### src/rtl/i80_tx_pkg.sv
package i80_tx_pkg;

    localparam int PH_W          = 4;
    localparam int TIMING_W      = 20;
    localparam int EN_BIT        = 0;
    localparam int HOLD_LSB      = 4;
    localparam int ACTIVE_LSB    = 8;
    localparam int WSETUP_LSB    = 12;
    localparam int CSSETUP_LSB   = 16;
    localparam int TRIG_MODE_BIT = 0;
    localparam int TRIG_CMD_BIT  = 1;

    typedef enum logic [2:0] {
        ST_IDLE,
        ST_FETCH,
        ST_CS_SETUP,
        ST_WR_SETUP,
        ST_WR_ACTIVE,
        ST_WR_HOLD,
        ST_FINISH
    } wr_state_t;

    typedef struct packed {
        logic [PH_W-1:0] cs_setup;
        logic [PH_W-1:0] wr_setup;
        logic [PH_W-1:0] wr_active;
        logic [PH_W-1:0] wr_hold;
    } phase_cfg_t;

    function automatic phase_cfg_t unpack_timing(input logic [TIMING_W-1:0] word);
        phase_cfg_t p;
        p.cs_setup  = word[CSSETUP_LSB +: PH_W];
        p.wr_setup  = word[WSETUP_LSB  +: PH_W];
        p.wr_active = word[ACTIVE_LSB  +: PH_W];
        p.wr_hold   = word[HOLD_LSB    +: PH_W];
        return p;
    endfunction

    function automatic logic [PH_W-1:0] phase_len(input wr_state_t st, input phase_cfg_t p);
        logic [PH_W-1:0] len;
        unique case (st)
            ST_CS_SETUP:  len = p.cs_setup;
            ST_WR_SETUP:  len = p.wr_setup;
            ST_WR_ACTIVE: len = p.wr_active;
            ST_WR_HOLD:   len = p.wr_hold;
            default:      len = '0;
        endcase
        return len;
    endfunction

endpackage

### src/rtl/i80_phase_timer.sv
module i80_phase_timer #(
    parameter int CNT_W = 4
) (
    input  logic             clk,
    input  logic             rst_n,
    input  logic             load,
    input  logic [CNT_W-1:0] len,
    output logic             expire
);

    logic [CNT_W-1:0] cnt_q;

    always_ff @(posedge clk or negedge rst_n) begin
        if (!rst_n) begin
            cnt_q <= '0;
        end else if (load) begin
            cnt_q <= len;
        end else if (cnt_q != '0) begin
            cnt_q <= cnt_q - 1'b1;
        end
    end

    assign expire = (cnt_q == '0);

endmodule

### src/rtl/i80_word_counter.sv
module i80_word_counter #(
    parameter int DIM_W = 11
) (
    input  logic             clk,
    input  logic             rst_n,
    input  logic             load,
    input  logic [DIM_W-1:0] width,
    input  logic [DIM_W-1:0] height,
    input  logic             word_done,
    output logic             last_word
);

    localparam int TOT_W = 2 * DIM_W;

    logic [TOT_W-1:0] remain_q;
    logic [TOT_W-1:0] total;

    assign total = TOT_W'(width) * TOT_W'(height);

    always_ff @(posedge clk or negedge rst_n) begin
        if (!rst_n) begin
            remain_q <= '0;
        end else if (load) begin
            remain_q <= total;
        end else if (word_done && remain_q != '0) begin
            remain_q <= remain_q - 1'b1;
        end
    end

    assign last_word = (remain_q == TOT_W'(1));

endmodule

### src/rtl/i80_done_flag.sv
module i80_done_flag (
    input  logic clk,
    input  logic rst_n,
    input  logic set,
    input  logic clr,
    output logic flag
);

    always_ff @(posedge clk or negedge rst_n) begin
        if (!rst_n) begin
            flag <= 1'b0;
        end else if (set) begin
            flag <= 1'b1;
        end else if (clr) begin
            flag <= 1'b0;
        end
    end

endmodule

### src/rtl/i80_frame_tx.sv
module i80_frame_tx
    import i80_tx_pkg::*;
#(
    parameter int DATA_W = 24,
    parameter int DIM_W  = 11
) (
    input  logic                clk,
    input  logic                rst_n,
    input  logic [TIMING_W-1:0] cfg_timing,
    input  logic [DIM_W-1:0]    cfg_width,
    input  logic [DIM_W-1:0]    cfg_height,
    input  logic                trig_we,
    input  logic [1:0]          trig_wdata,
    input  logic                irq_clr_we,
    input  logic                irq_clr_wdata,
    input  logic                pix_valid,
    input  logic [DATA_W-1:0]   pix_data,
    output logic                pix_ready,
    output logic                lcd_cs_n,
    output logic                lcd_wr_n,
    output logic [DATA_W-1:0]   lcd_data,
    output logic                busy,
    output logic                done_pulse,
    output logic                done_irq
);

    wr_state_t        state_q, state_d;
    phase_cfg_t       shadow_q;
    logic             eng_en;
    logic             trig_go;
    logic             start_frame;
    logic             frame_empty;
    logic             timer_load;
    logic [PH_W-1:0]  timer_len;
    logic             timer_expire;
    logic             word_done;
    logic             last_word;
    logic             take_pixel;
    logic [DATA_W-1:0] data_q;

    assign eng_en      = cfg_timing[EN_BIT];
    assign trig_go     = trig_we && trig_wdata[TRIG_MODE_BIT] && trig_wdata[TRIG_CMD_BIT];
    assign start_frame = (state_q == ST_IDLE) && eng_en && trig_go;
    assign frame_empty = (cfg_width == '0) || (cfg_height == '0);
    assign take_pixel  = (state_q == ST_FETCH) && pix_valid && eng_en;
    assign word_done   = (state_q == ST_WR_HOLD) && timer_expire && eng_en;

    // state register
    always_ff @(posedge clk or negedge rst_n) begin
        if (!rst_n) begin
            state_q <= ST_IDLE;
        end else begin
            state_q <= state_d;
        end
    end

    // next-state logic
    always_comb begin
        state_d = state_q;
        unique case (state_q)
            ST_IDLE:      if (start_frame) state_d = frame_empty ? ST_FINISH : ST_FETCH;
            ST_FETCH:     if (pix_valid) state_d = ST_CS_SETUP;
            ST_CS_SETUP:  if (timer_expire) state_d = ST_WR_SETUP;
            ST_WR_SETUP:  if (timer_expire) state_d = ST_WR_ACTIVE;
            ST_WR_ACTIVE: if (timer_expire) state_d = ST_WR_HOLD;
            ST_WR_HOLD:   if (timer_expire) state_d = last_word ? ST_FINISH : ST_FETCH;
            ST_FINISH:    state_d = ST_IDLE;
            default:      state_d = ST_IDLE;
        endcase
        if (!eng_en) begin
            state_d = ST_IDLE;
        end
    end

    // configuration snapshot taken at trigger acceptance
    always_ff @(posedge clk or negedge rst_n) begin
        if (!rst_n) begin
            shadow_q <= '0;
        end else if (start_frame) begin
            shadow_q <= unpack_timing(cfg_timing);
        end
    end

    // data holding register
    always_ff @(posedge clk or negedge rst_n) begin
        if (!rst_n) begin
            data_q <= '0;
        end else if (take_pixel) begin
            data_q <= pix_data;
        end
    end

    assign timer_load = (state_d != state_q);
    assign timer_len  = phase_len(state_d, shadow_q);

    i80_phase_timer #(
        .CNT_W (PH_W)
    ) u_timer (
        .clk    (clk),
        .rst_n  (rst_n),
        .load   (timer_load),
        .len    (timer_len),
        .expire (timer_expire)
    );

    i80_word_counter #(
        .DIM_W (DIM_W)
    ) u_words (
        .clk       (clk),
        .rst_n     (rst_n),
        .load      (start_frame),
        .width     (cfg_width),
        .height    (cfg_height),
        .word_done (word_done),
        .last_word (last_word)
    );

    i80_done_flag u_irq (
        .clk   (clk),
        .rst_n (rst_n),
        .set   (done_pulse),
        .clr   (irq_clr_we && irq_clr_wdata),
        .flag  (done_irq)
    );

    // output decode
    always_comb begin
        lcd_cs_n   = 1'b1;
        lcd_wr_n   = 1'b1;
        pix_ready  = 1'b0;
        done_pulse = 1'b0;
        busy       = 1'b1;
        unique case (state_q)
            ST_IDLE:      busy = 1'b0;
            ST_FETCH:     pix_ready = 1'b1;
            ST_CS_SETUP:  lcd_cs_n = 1'b0;
            ST_WR_SETUP:  lcd_cs_n = 1'b0;
            ST_WR_ACTIVE: begin
                lcd_cs_n = 1'b0;
                lcd_wr_n = 1'b0;
            end
            ST_WR_HOLD:   lcd_cs_n = 1'b0;
            ST_FINISH:    done_pulse = 1'b1;
            default:      busy = 1'b0;
        endcase
    end

    assign lcd_data = data_q;

endmodule

### config.mk
export PLATFORM = sky130hd
export DESIGN_NAME = i80_frame_tx
export DESIGN_NICKNAME = d
export VERILOG_FILES = /design/src/rtl/i80_tx_pkg.sv /design/src/rtl/i80_phase_timer.sv /design/src/rtl/i80_word_counter.sv /design/src/rtl/i80_done_flag.sv /design/src/rtl/i80_frame_tx.sv
export SDC_FILE = /design/constraint.sdc
export NUM_CORES = 1
export LEC_CHECK = 0
export BUFFER_PORTS_ARGS = -buffer_cell sky130_fd_sc_hd__buf_2
export CORE_UTILIZATION = 54
export CTS_CLUSTER_SIZE = 8
export DETAILED_ROUTE_END_ITERATION = 16
export PLACE_DENSITY = 0.76
export SYNTH_ARGS = -nofsm -noshare
export SYNTH_HDL_FRONTEND = slang
export SYNTH_SLANG_ARGS = --single-unit
export TNS_END_PERCENT = 50
### constraint.sdc
create_clock -name clk -period 2.5 [get_ports clk]
set_input_delay 0.125 -clock clk [delete_from_list [all_inputs] [get_ports clk]]
set_output_delay 0.125 -clock clk [all_outputs]
set_load 0.1 [all_outputs]
Word-level counts from Yosys, hierarchy flattened
Index checks and enable logic that the tools add are counted.

word-level totals
  word-level logic and storage cells = 68
  memories = 0
  flip-flop bits (word level) = 70
  ROM bits = 0
  bits in writable memories = 0
  bits of input ports = 74
  output and inout port bits = 30
  latch bits = 0

operators by class
  add/sub/neg operators = 2
  multiplexer cells = 22
  shift operators = 0
  $mul = 1
  equal/unequal tests = 12
  reduce and logical (&&, ||, !) cells = 22
  div/mod/pow operators = 0
  bitwise operators = 0
  $lt $le $gt $ge = 0

operators by type and width
  operator                                                                 count
  22-bit 2-to-1 mux                                                        2
  3-bit 2-to-1 mux                                                         9
  22-bit by 1-bit equality test with 1-bit output (second input constant)  1
  11-bit logical NOT                                                       2
  11-bit by 11-bit multiplier with 22-bit output                           1
  22-bit nonzero test                                                      1
  22-bit by 1-bit subtractor with 22-bit output (second input constant)    1
  3-bit case mux with 6 select lines                                       1
  4-bit case mux with 4 select lines                                       1
  3-bit equality test (second input constant)                              5
  3-bit by 2-bit equality test with 1-bit output (second input constant)   4
  1-bit logical AND                                                        10
  4-bit 2-to-1 mux                                                         2
  1-bit 2-to-1 mux                                                         7
  2-bit nonzero test                                                       3
  6-bit OR reduction                                                       1
  4-bit logical NOT                                                        1
  4-bit nonzero test                                                       1
  4-bit OR reduction                                                       1
  4-bit by 1-bit subtractor with 4-bit output (second input constant)      1
  3-bit by 1-bit equality test with 1-bit output (second input constant)   1
  3-bit logical NOT                                                        1
  3-bit inequality test                                                    1
  1-bit logical OR                                                         1

Logic depth before layout (Yosys ltp)
Gate-level depths: netlist of run 1.

  word-level depth = 9
  mapped depth = 21
  gate-level depth less buffers = 20

Modules after synthesis
A second synthesis of run 1 with hierarchy kept.

second synthesis, totals
  cells, all modules = 853
  area total of the unflattened synthesis = 7938.9 µm²

by module, submodules not included
  module            sequential area each (µm²)  times used  area each (µm²)  cells each
  i80_word_counter  550.5                       1           5517.8           653
  i80_frame_tx      1076.0                      1           2150.8           175
  i80_phase_timer   100.1                       1           234.0            22
  i80_done_flag     25.0                        1           36.3             3

Worst setup path after synthesis of run 1
Ideal clock, no wire load.

  path type = input to register
  from = input cfg_height[2]
  to = register u_words.remain_q[20]
  data arrival time = 4.661 ns
  required time = 2.363 ns
  stages = 19
  slack = -2.298 ns
  setup time = 0.137 ns
  buffers on the path = 1
  path through = clkbuf_1 > nand2_1 > fa_1 > fa_1 > fa_1 > inv_1 > fa_1 > inv_1 > fa_1 > inv_1 > ha_1 > a21oi_1 > o21ai_0 > a21oi_1 > o21ai_0 > a2111oi_0 > nor3_1 > xnor2_1 > a21oi_1

on the way
  word-level cells in the longest chain between the ends = 2

RTL lines
  what                                            RTL line                RTL
  start, declared                                 i80_frame_tx.sv:11      input logic [DIM_W-1:0] cfg_height,
  11-bit by 11-bit multiplier with 22-bit output  i80_word_counter.sv:18  assign total = TOT_W'(width) * TOT_W'(height);
  22-bit 2-to-1 mux                               i80_word_counter.sv:23  end else if (load) begin
  end signal, assigned                            i80_word_counter.sv:24  remain_q <= total;
  end signal, assigned                            i80_word_counter.sv:26  remain_q <= remain_q - 1'b1;
  end, declared                                   i80_word_counter.sv:15  logic [TOT_W-1:0] remain_q;

No other way between the ends.
A chain may end at the register's enable or synchronous reset.

Final worst setup path of run 1
  from = input cfg_width[4]
  to = register u_words.remain_q[20]

on the way
  word-level cells in the longest chain between the ends = 2

RTL lines
  what                                            RTL line                RTL
  start, declared                                 i80_frame_tx.sv:10      input logic [DIM_W-1:0] cfg_width,
  11-bit by 11-bit multiplier with 22-bit output  i80_word_counter.sv:18
  22-bit 2-to-1 mux                               i80_word_counter.sv:23

No other way between the ends.

==> reports/metrics.csv, run 1 <==
metric,value,unit
post-layout min period,4.27,ns
clk_lat worst skew,0.33,ns
top post-synthesis cells by area,"dfrtp_1 23%, fa_1 21%, ha_1 11%",
Tightest Pin Transition,0.797,ns
synthesis-stage register bit count,70,
Core Rows,42,
normalized max-slew margin,0.469,
final setup fails,22,
finished layout cell area,0.0101,sq mm
via/cell ratio,5.34,
Power Total,10.6,mW
clock buffer count from CTS,9,
Final Hold Vio Count,0,
"reg-to-reg slack, setup",-0.21,ns
critical path class,primary input to flop,
hold path startpoint,pix_data[6],
"Top FF cell, synth",dfrtp_1,
vias in the first global route,6791,
ys async rst share,1.00,
hold slack,0.0280,ns
layout cell share with drive strength beyond 1,0.396,
filler instances,936,
CP Launch Type,primary input,
DR vias,6355,
Reg-to-Reg End,u_timer.cnt_q[2],
Max Fclk,234,MHz
Final Skew,0.00353,ns
Synth top area share,0.234,
Layout area overhead,35.1,%
detailed placement HPWL,13800,microns
setup slack after layout,-1.77,ns
Core Area,0.0134,sq mm
iteration-0 DRC count of the detailed router,365,
WL per Instance,15.2,microns
Post-Place Worst Slack,-2.26,ns
first-pass GRT wire length,30900,microns
Power Dens Cells,1050,mW/mm^2
worst reg-to-reg path cell count,11,
DRC Markers,0,
crit-path max FO,7,
number of max-cap violations,0,
status,"complete, but fails checks",
syn nets,1003,
port bufs,100,
Max Slew Vio Count,0,
Routed WL,18200,microns
Worst Setup End Kind,flop,
clock buffer depth,2,
Die X,120,microns
io pins,104,
number of synthesized flops with an enable pin,0,
arrival time at the worst endpoint,4.47,ns
RePlAce Congestion,0.895,
hold depth,2,
failing checks,negative setup slack,
Netlist cell types,58,
R2R Path Start,u_timer.cnt_q[0],
Max VDD drop,0.658,mV
global-route usage over all layers,0.271,
Worst Hold Class,primary input to flop,
clk slew on worst S/H paths,0.06,ns
Clock Tree Root,clkbuf_16,
most area-hungry cell type in the Yosys netlist,dfrtp_1,
critical path data required time,2.69,ns
htree depth,3,
initial antenna violation count,0,
final core utilization,0.754,
gr ovfl total,0,
Pleak,5.03,nW
Final ANT Viol Nets,0,
Hold Crit Endpoint,lcd_data[6],
mapped cell area,0.00748,sq mm
Yosys Warn Count,0,
CTS tree,yes,
register area share after synthesis,0.234,
Die Ht,120,microns
Cells after Synth,786,
Die ar.,0.0143,sq mm
CTS Sinks,70,
Mean Syn Cell Area,9.51,sq um
largest net degree at the start of global routing,45,
RSZ-0062 raised after global routing,yes,
# diodes,0,
Tcrit/Tclk final,1.71,
Placed Area,0.00927,sq mm
Pre-antenna DRT Iters,7,
Initial Utilization,0.558,
Final nets,1227,
## metrics by stage
step	TNS, ns	cells
finish	-25.70	1191
global route	-28.91	1191
CTS	-24.07	1183
detailed placement	-32.89	1159
global placement	-31.18	1159
floorplan	-24.88	786
## layer usage
layer,track usage,part of all wire,up-vias
met5,0,0,-
met4,0.0688,0.019,0
met3,0.0456,0.041,35
met2,0.487,0.53,152
met1,0.336,0.41,3178
li1,-,-,2990
## flip-flops by register name, indices dropped and copies added (netlist names)
register and cells:
u_irq.flag 1, lcd_data 24, shadow_q 16, u_timer.cnt_q 4, u_words.remain_q 22, state_q 3
## cell families (layout without fill, tap and decap cells)
family / count (synthesis) / count (layout) / share of synthesized area
multiplexers: 53 / 53 / 0.0826
flip-flops: 70 / 70 / 0.234
buffers and inverters: 147 / 376 / 0.0775
adder cells (fa/ha/maj): 143 / 143 / 0.320
AO/OA/AOI/OAI: 87 / 87 / 0.0738
AND/OR/NAND/NOR: 250 / 250 / 0.170
XOR/XNOR: 36 / 36 / 0.0422
## worst max-delay path by stage
stage	slack, ns	end	from	depth (start not counted)
2_1_floorplan	-1.89	u_words.remain_q[20]	cfg_width[4]	18
3_3_place_gp	-2.14	u_words.remain_q[20]	cfg_height[3]	19
3_5_place_dp	-2.26	u_words.remain_q[20]	cfg_height[3]	19
4_1_cts	-1.65	u_words.remain_q[21]	cfg_height[7]	18
5_1_grt	-1.95	u_words.remain_q[21]	cfg_width[3]	21
6_report	-1.77	u_words.remain_q[20]	cfg_width[4]	19
## where the power goes
part	leakage, nW	internal, mW	switching (mW)
Sequential	0.873	1.48	0.213
Combinational	4.01	3.66	3.97
Clock	0.146	0.825	0.450
Total	5.03	5.97	4.64
## cell type report
class,instances,area [sq um],share of cell area
clock inverters,3,42.5,0.00421
multi-input cells,569,5590,0.553
clock buffers,13,260,0.0258
well taps,176,220,0.0218
inverters,111,417,0.0412
repair buffers,249,1830,0.181
flip-flops and latches,70,1750,0.173
## cell usage in the layout (no fill, tap or decap), types with 4 or more instances in the layout
| cell | instances |
|---|---|
| fa_1 | 73 |
| o21ai_2 | 5 |
| dfrtp_1 | 70 |
| ha_4 | 11 |
| buf_12 | 6 |
| nor3_1 | 11 |
| nor2_1 | 40 |
| fa_2 | 7 |
| nor4_1 | 8 |
| mux2i_1 | 6 |
| o21ai_0 | 14 |
| a21oi_1 | 19 |
| o21a_1 | 4 |
| and2_4 | 9 |
| nand3_1 | 7 |
| a21oi_2 | 10 |
| a211oi_1 | 5 |
| buf_6 | 10 |
| a222oi_1 | 4 |
| a21o_1 | 4 |
| nand4_1 | 4 |
| inv_2 | 8 |
| ha_1 | 51 |
| xnor2_1 | 19 |
| buf_4 | 145 |
| mux2_4 | 17 |
| inv_1 | 103 |
| mux2_2 | 29 |
| xor2_1 | 16 |
| nand2_1 | 66 |
| buf_2 | 82 |
| and2_1 | 61 |
| clkbuf_16 | 9 |
| nand2_2 | 13 |
## cells in the mapped netlist, drive strengths merged, types with 6 or more instances
| master | count |
|---|---|
| xor2 | 17 |
| fa | 80 |
| mux2i | 6 |
| ha | 63 |
| clkbuf | 34 |
| inv | 111 |
| a21oi | 30 |
| nor4 | 10 |
| nor3 | 14 |
| xnor2 | 19 |
| nand3 | 7 |
| mux2 | 46 |
| o21ai | 22 |
| a211oi | 6 |
| nor2 | 42 |
| dfrtp | 70 |
| and2 | 70 |
| nand2 | 80 |
## worst max-delay path: stages
cell       delay (ns)
buf_12           0.11
and2_4           0.15
fa_1             0.49
fa_1             0.53
fa_1             0.42
fa_1             0.50
inv_1            0.05
fa_1             0.50
inv_2            0.05
ha_4             0.28
buf_4            0.11
nand2_2          0.04
o21ai_2          0.22
a21oi_2          0.09
o21ai_2          0.21
a2111oi_4        0.11
nor3_2           0.23
xnor2_1          0.16
a21oi_1          0.09
## timing repair
item	in CTS	in global routing
setup endpoints to repair	22	26
pin swaps	37	31
cloned	1	0
buffers inserted	6	8
resized for setup	88	19
endpoints found under the hold margin	33	0
hold buffers	1	0
Note: power is estimated with default switching activity, not from simulation.
==> inputs of run 2 (changes only) <==
SKIP_LAST_GASP = 1   (was not set)
TNS_END_PERCENT = not set   (was 50)
==> run 2 against run 1 <==
Sequential power hardly changed. Routed wire length is 0.45% lower. Sequential share of layout area shrank 0.24 points. The flow still finishes with violations (negative setup slack). Clock skew rose by 0.0038 ns. Worst setup slack better by 0.092 ns. Largest cell class unchanged. Clock power decreased by 10%. Cell count is 1.2% lower. Utilization increased by 1.0 points. First-iteration DRC count decreased by 3.3%. Critical path depth shrank 1.
==> reports/metrics.csv, run 2 (synthesis gave the netlist of run 1 again) <==
metric,value,unit,change
hold path startpoint,cfg_timing[7],,
DR vias,6278,,-1.2%
largest net degree at the start of global routing,40,,-11%
Reg-to-Reg End,u_timer.cnt_q[1],,
port bufs,100,,unchanged
Pleak,5.03,nW,+0.15%
Tightest Pin Transition,0.524,ns,-0.273 ns
crit-path max FO,7,,unchanged
max reg flops,24,,unchanged
dpl cells,1148,,-0.95%
Final Hold Vio Count,0,,unchanged
io pins,104,,unchanged
most frequent cells in the layout,"125 x buf_4, 99 x inv_1, 81 x buf_2, 74 x fa_1, 70 x dfrtp_1",,
hold depth,2,,unchanged
first-pass GRT wire length,29800,microns,-3.7%
Max VDD drop,0.735,mV,+12%
Max Fclk,239,MHz,+2.2%
Final ANT Viol Nets,0,,unchanged
final core utilization,0.765,,+0.0104
critical path data required time,2.70,ns,about the same
Routed WL,18100,microns,-0.45%
DRC Markers,0,,unchanged
Worst Setup End Kind,flop,,
CTS tree,yes,,
worst reg-to-reg path cell count,10,,-1
clk slew on worst S/H paths,0.05,ns,about the same
Register Area,0.00175,sq mm,unchanged
number of max-cap violations,0,,unchanged
WL per Instance,15.4,microns,+0.74%
post-layout min period,4.18,ns,-0.0921 ns
Die Ht,120,microns,unchanged
critical path class,primary input to flop,,
area of the multi-input gates,0.00576,sq mm,+3.1%
CP Launch Type,primary input,,
R2R Path Start,u_timer.cnt_q[1],,
Core Rows,42,,unchanged
RePlAce Congestion,0.883,,-1.4%
htree depth,3,,unchanged
setup slack after layout,-1.68,ns,+0.0921 ns
gr ovfl total,0,,unchanged
Clock Tree Root,clkbuf_16,,
via/cell ratio,5.33,,about the same
Clk pwr share,0.104,,-0.016
Power Dens Cells,1070,mW/mm^2,+2.1%
internal power,6.12,mW,+2.5%
global-route usage over all layers,0.260,,-0.0103
final setup fails,22,,unchanged
Seq pwr share,0.154,,-0.005
vias in the first global route,6512,,-4.1%
Pre-antenna DRT Iters,5,,-2
Initial Utilization,0.558,,unchanged
layout cell share with drive strength beyond 1,0.408,,+0.0115
clk_lat worst skew,0.33,ns,about the same
"leading cell type in the layout, fill and taps excluded",buf_4,,
P_sw,4.86,mW,+4.9%
Max Slew Vio Count,0,,unchanged
Worst Hold Class,primary input to flop,,
clock buffer depth,2,,unchanged
iteration-0 DRC count of the detailed router,353,,-3.3%
Tcrit/Tclk final,1.67,,-0.0369
# diodes,0,,unchanged
CTS Sinks,70,,unchanged
Die X,120,microns,unchanged
Comb pwr share,0.742,,+0.022
hold slack,0.0273,ns,-0.000692 ns
Die ar.,0.0143,sq mm,unchanged
initial antenna violation count,0,,unchanged
Final Skew,0.00733,ns,+0.00381 ns
filler instances,894,,-4.5%
finished layout cell area,0.0102,sq mm,+1.4%
sw frac,0.443,,+0.00559
Core Area,0.0134,sq mm,unchanged
Hold Crit Endpoint,shadow_q[3],,
Final nets,1216,,-0.90%
Layout area overhead,37.0,%,
"reg-to-reg slack, setup",-0.12,ns,+0.09 ns
clock buffer count from CTS,9,,unchanged
Placed Area,0.00928,sq mm,+0.13%
normalized max-slew margin,0.648,,+0.179
non-filler cells in the finished layout,1177,,-1.2%
failing checks,negative setup slack,,
status,"complete, but fails checks",,
detailed placement HPWL,13800,microns,about the same
arrival time at the worst endpoint,4.38,ns,-0.09 ns
RSZ-0062 raised after global routing,yes,,
==> run 2: what timing repair did <==
item                       CTS  global route
setup buffers                6             9
gates resized for setup     71            80
setup endpoints to repair   22            23
hold endpoints to repair    15             0
pin swaps                   44            57
gates cloned                 0             1
hold buffers                 1             0
==> run 2: critical path: stages <==
cell	delay, ns
buf_6	0.12
and2_4	0.16
fa_1	0.49
fa_1	0.55
fa_1	0.44
fa_1	0.49
inv_1	0.05
fa_1	0.48
inv_2	0.04
ha_4	0.28
nand4_1	0.15
buf_4	0.17
o21bai_4	0.18
a21oi_2	0.17
o41ai_2	0.10
o21ai_1	0.16
xnor2_1	0.14
a21oi_1	0.08
==> run 2: how the worst max path moves through the flow <==
stage,from,to,slack (ns),depth (start not counted)
2_1_floorplan,cfg_width[4],u_words.remain_q[20],-1.89,18
3_3_place_gp,cfg_width[5],u_words.remain_q[20],-2.10,19
3_5_place_dp,cfg_height[2],u_words.remain_q[20],-2.23,20
4_1_cts,cfg_height[2],u_words.remain_q[21],-1.65,20
5_1_grt,cfg_height[10],u_words.remain_q[20],-1.88,19
6_report,cfg_height[7],u_words.remain_q[21],-1.68,18
==> run 2: power by group through the flow <==
stage | clock network, mW | logic (mW) | registers [mW]
global placement | 0 | 6.93 | 1.68
floorplan | 0 | 4.22 | 2.41
CTS | 1.17 | 7.46 | 1.69
finish | 1.14 | 8.14 | 1.69
global route | 1.22 | 8.96 | 1.73
detailed placement | 0 | 7.09 | 1.69
==> run 2: routing by layer <==
layer / wire (microns) / GRT usage / part of all wire / up-vias
li1: - / - / - / 2970
met4: 241 / 0.0453 / 0.013 / 0
met3: 718 / 0.0375 / 0.040 / 31
met2: 9600 / 0.482 / 0.53 / 159
met5: 0 / 0 / 0 / -
met1: 7520 / 0.324 / 0.42 / 3118
==> run 2: per-stage QoR <==
step                total power, mW  TNS (ns)  setup slack [ns]
floorplan                      6.63    -23.81             -1.89
global placement               8.61    -31.28             -2.10
detailed placement             8.78    -32.27             -2.23
CTS                            10.3    -23.56             -1.65
global route                   11.9    -27.33             -1.88
finish                         11.0    -23.99             -1.68
==> run 2: layout make-up <==
type,count,share of cell area
Tap cell,176,0.0215
Clock inverter,1,0.000733
Timing Repair Buffer,238,0.179
Multi-Input combinational cell,569,0.562
Inverter,111,0.0407
Sequential cell,70,0.171
Clock buffer,12,0.0250
